==> src/rtl/wake_status_ctrl.sv <==
module wake_status_ctrl #(
  parameter int                NUM_GROUPS = 2,
  parameter int                ADDR_W     = 8,
  parameter logic [ADDR_W-1:0] STAT_BASE  = 'h07,
  parameter logic [ADDR_W-1:0] EN_BASE    = 'h0A
) (
  input  logic                    clk,
  input  logic                    stby_rst_n,
  input  logic                    main_rst_n,
  input  logic [8*NUM_GROUPS-1:0] src_i,
  input  logic                    glob_en,
  input  logic                    wr_en,
  input  logic [ADDR_W-1:0]       addr,
  input  logic [7:0]              wdata,
  output logic [7:0]              rdata,
  output logic                    wake_n
);
  localparam int NSRC = 8 * NUM_GROUPS;
  localparam logic [ADDR_W-1:0] RSVD_ADDR = STAT_BASE + ADDR_W'(NUM_GROUPS);

  logic [NSRC-1:0] sync1, sync2, prev, ev;
  logic [NSRC-1:0] stat_q, en_q, clr, en_nxt;
  logic            wr_ok;

  assign wr_ok = wr_en & main_rst_n;
  assign ev    = sync2 & ~prev;

  for (genvar g = 0; g < NUM_GROUPS; g++) begin : g_grp
    wire stat_hit = (addr == STAT_BASE + ADDR_W'(g));
    wire en_hit   = (addr == EN_BASE + ADDR_W'(g));
    assign clr[8*g +: 8]    = (wr_ok && stat_hit) ? wdata : 8'h00;
    assign en_nxt[8*g +: 8] = (wr_ok && en_hit) ? wdata : en_q[8*g +: 8];
  end

  always_ff @(posedge clk or negedge stby_rst_n) begin
    if (!stby_rst_n) begin
      sync1  <= '0;
      sync2  <= '0;
      prev   <= '0;
      stat_q <= '0;
      en_q   <= '0;
    end else begin
      sync1  <= src_i;
      sync2  <= sync1;
      prev   <= sync2;
      stat_q <= (stat_q & ~clr) | ev;
      en_q   <= en_nxt;
    end
  end

  always_comb begin
    rdata = 8'h00;
    for (int g = 0; g < NUM_GROUPS; g++) begin
      if (addr == STAT_BASE + ADDR_W'(g)) rdata = stat_q[8*g +: 8];
      if (addr == EN_BASE + ADDR_W'(g))   rdata = en_q[8*g +: 8];
    end
  end

  assign wake_n = ~(glob_en & (|(stat_q & en_q)));

  AST_EVENT_SETS: assert property (@(posedge clk) disable iff (!stby_rst_n)
    (ev != '0) |=> ((stat_q & $past(ev)) == $past(ev)));
  AST_EVENT_BEATS_CLEAR: assert property (@(posedge clk) disable iff (!stby_rst_n)
    ((ev & clr) != '0) |=> ((stat_q & $past(ev & clr)) == $past(ev & clr)));
  AST_NO_UNCLEARED_FALL: assert property (@(posedge clk) disable iff (!stby_rst_n)
    (($past(stat_q) & ~$past(clr) & ~stat_q) == '0));
  AST_GLOBAL_GATE: assert property (@(posedge clk) disable iff (!stby_rst_n)
    !glob_en |-> wake_n);
  AST_MAIN_RST_EN_HOLD: assert property (@(posedge clk) disable iff (!stby_rst_n)
    !main_rst_n |=> $stable(en_q));
  AST_MAIN_RST_STAT_HOLD: assert property (@(posedge clk) disable iff (!stby_rst_n)
    !main_rst_n |=> (($past(stat_q) & ~stat_q) == '0));
  AST_RSVD_READ_ZERO: assert property (@(posedge clk) disable iff (!stby_rst_n)
    (addr == RSVD_ADDR) |-> (rdata == 8'h00));
endmodule

==> config.mk <==
export PLATFORM = sky130hd
export DESIGN_NAME = wake_status_ctrl
export DESIGN_NICKNAME = d
export VERILOG_FILES = /design/src/rtl/wake_status_ctrl.sv
export SDC_FILE = /design/constraint.sdc
export NUM_CORES = 1
export LEC_CHECK = 0
export ABC_CLOCK_PERIOD_IN_PS = 4200
export CAP_MARGIN = 15
export CORE_MARGIN = 3
export CORE_UTILIZATION = 53
export DETAILED_ROUTE_END_ITERATION = 10
export GPL_TIMING_DRIVEN = 0
export HOLD_SLACK_MARGIN = 0.02
export PLACE_DENSITY = 0.83
export SYNTH_ARGS = -nofsm -noshare
export SYNTH_HDL_FRONTEND = slang
export SYNTH_SLANG_ARGS = --single-unit
export TNS_END_PERCENT = 20
==> constraint.sdc <==
create_clock -name clk -period 4.2 [get_ports clk]
set_input_delay 1.26 -clock clk [delete_from_list [all_inputs] [get_ports clk]]
set_output_delay 1.26 -clock clk [all_outputs]
set_load 0.02 [all_outputs]
==> flow_summary.json <==
{
  "status": "complete, but fails checks",
  "violations": "setup timing",
  "yosys_register_bits": 80,
  "worstSetupPathType": "input pin to output port",
  "fin_crit_sh_pct": 104.2,
  "io_buffers": 45,
  "clockBufferDepth": 2,
  "syn_area_mm2": 0.003085,
  "crit_top_cell": "buf_4",
  "total_power_w": 0.001473,
  "cap_viol_max_count": 0,
  "fmax_mhz": 228.5,
  "clock-sinks": 80,
  "drt_iter0_drc": 269,
  "globalplace.congestion": 0.8057,
  "dr.max_layer_used": "met4",
  "die_area_mm2": 0.006773,
  "crit_path_max_fanout": 3,
  "initial_core_util_pct": 55.35,
  "routed_wl_um": 7827,
  "num_rows": 27,
  "dp_cells": 360,
  "setup_ws_ns": -0.1757,
  "die_x_um": 82.30,
  "critPathMaxStageDelay_ns": 0.47,
  "power.share.clock_pct": 36.7,
  "p_sw_w": 0.0003463,
  "final_antenna_net_count": 0,
  "wl_met2_um": 3901,
  "grt_max_degree": 56,
  "final_layout_size_suffix_gt1_share_pct": 31.21,
  "cts-root-buf": "clkbuf_8",
  "slew_violations": 0,
  "numCtsBuffers": 9,
  "combinationalPowerShare_pct": 8.3,
  "finalNonFillerCells": 386,
  "design_area_mm2": 0.004265,
  "p_int_w": 0.001127,
  "grt_pass1_wl_um": 12180,
  "synth_top_area_share_pct": 64.88,
  "routedWlPerCell_um": 20.28,
  "pwr_density_cell_mw_per_mm2": 345.4,
  "cts_tree": "done",
  "min_period_ns": 4.376,
  "worstPathRequired_ns": 2.94,
  "grt_overflow": 0,
  "top_level_ports": 46,
  "seqPwrFrac_pct": 55.0,
  "tightest_slew_ns": 1.125,
  "hold_violations": 0,
  "avgSynthCellArea_um2": 12.75,
  "critical_path.slowest_cell": "clkdlybuf4s50_1",
  "swShare_pct": 23.51,
  "clock_skew_ns": 0.007959,
  "drc_errors": 0,
  "crit_buf_inv": 4,
  "route.met3.wl_um": 528,
  "yosysUniqueCellTypes": 30,
  "hold_class": "register to register",
  "ys_top_cells_by_area": "dfrtp_1 (65%), a22o_1 (5.1%), inv_1 (3.9%)",
  "ys_seq_area_share_pct": 64.88,
  "crit_chain": "clkdlybuf4s50_1 > nand4b_1 > buf_4 > buf_4 > nor3_2 > o22ai_1 > a221oi_2 > buf_4",
  "p_leak_nw": 1.883,
  "syn_inst": 242,
  "vias": 2298,
  "cts_max_level": 3,
  "clkTransAtPathRegs_ns": 0.07,
  "die_h_um": 82.30,
  "rsz0062_at_grt": "yes",
  "syn_nets": 279,
  "cp_top_family": "buffers and inverters",
  "grtUsageTotal_pct": 25.18,
  "grt_pass1_vias": 2436,
  "setup_violations": 8,
  "dp_hpwl_um": 4288,
  "firstDrtPassIters": 4,
  "crit_arrival_ns": 3.12,
  "avgViaCountPerCell": 5.953,
  "dp_worst_setup_slack_ns": -1.105,
  "clkLatencyLatePin_ns": 0.35,
  "area_growth_pct": 38.24,
  "yosysWarnings": 0,
  "peakVddDrop_mv": 0.2863,
  "fin_nets": 347,
  "antenna_cells": 0,
  "endpoint_kind": "output port",
  "core_mm2": 0.005574,
  "met1Wirelength_um": 3088,
  "max_slew_margin_pct": 24.37,
  "synth_area_leader_cell": "dfrtp_1",
  "antenna_found_initial": 0,
  "post_dp_cell_area_mm2": 0.003657,
  "critPathLaunchType": "input pin"
}
==> sequential cells by signal, indices dropped and copies added, names as in the netlist <==
| signal | count |
|---|---|
| sync1 | 16 |
| sync2 | 16 |
| stat_q | 16 |
| prev | 16 |
| en_q | 16 |
==> stage by stage <==
step	hold WS [ns]	utilization [%]	setup TNS, ns
5_1_grt	0.3631	76.52	-1.487
3_3_place_gp	0.3315	65.16	-64.79
4_1_cts	0.3511	75.04	-0.5473
3_5_place_dp	0.3347	65.61	-8.636
2_1_floorplan	0.3312	-	-0.9463
6_report	0.3499	76.52	-1.078
==> area by class of cell <==
type | count | area (um^2)
sequential | 80 | 2002
fill | 338 | 1309
multi-input combinational | 123 | 1217
timing repair buffer | 58 | 556.8
clock buffer | 10 | 127.6
inverter | 32 | 120.1
buffer | 6 | 92.59
tap | 72 | 90.09
clock inverter | 5 | 58.81
==> cells in the mapped netlist <==
cell,n
a2111oi_2,7
a211oi_1,2
a221oi_1,9
a22o_1,18
a22oi_1,4
buf_1,1
buf_2,2
buf_4,1
buf_6,1
clkbuf_1,2
dfrtp_1,80
inv_1,32
mux2_1,8
mux2_2,8
nand2_1,19
nand2_2,1
nand2b_1,1
nand3_1,2
nand4b_1,1
nor2_1,16
nor2_8,1
nor2b_1,1
nor3_1,9
nor3_2,1
nor4_2,2
o21ai_0,1
o22ai_1,8
or3_1,2
or3b_2,1
or4_4,1
==> final timing paths <==
kind	from	end	slack [ns]	depth (start not counted)
max	addr[3]	rdata[3]	-0.18	8
min	sync1[13]	sync2[13]	0.35	0
min reg2reg	sync1[13]	sync2[13]	0.35	0
min in group asynchronous	stby_rst_n	sync2[1]	0.81	1
max reg2reg	en_q[14]	en_q[14]	3.32	1
max in group asynchronous	stby_rst_n	sync2[13]	2.82	2
==> layer usage <==
layer	global-route usage [%]	vias up
met5	0	-
met4	12.79	0
met3	6.941	30
met2	39.90	107
met1	31.70	1169
li1	-	992
==> cell usage in the layout (no fill, tap or decap), drive strengths merged, types with 2 or more instances in the layout <==
cell type and n:
nor3 10, mux2 16, a22o 18, buf 31
clkinvlp 2, a211oi 2, clkdlybuf4s50 30, a2111oi 7
a221oi 9, o22ai 8, nand3 2, clkbuf 10
clkinv 2, dlygate4sd2 2, nand2 20, dfrtp 80
nor4 2, a22oi 4, nor2 17, inv 32
or3 2
==> power by group through the flow <==
stage               clock [W]  combinational [W]  sequential, W
floorplan                   0          0.0000318       0.000821
global placement            0          0.0000941       0.000823
CTS                  0.000551           0.000118       0.000809
global route         0.000588           0.000133       0.000813
finish               0.000540           0.000123       0.000810
detailed placement          0          0.0000994       0.000825
==> cell families after synthesis <==
kind of cell           after synthesis  synth area share [%]
AOI/OAI and AO/OA                   49                 14.31
buffers and inverters               39                 5.191
DFF                                 80                 64.88
muxes                               16                 5.840
and+or+nand+nor                     58                 9.773
==> what timing repair did <==
action	4_1_cts	5_1_grt
setup buffers	9	3
gates cloned	1	0
hold buffers	0	0
endpoints found under the hold margin	0	0
pin swaps	19	13
setup endpoints to repair	8	8
resized for setup	109	17
(Power assumes the default switching activity.)
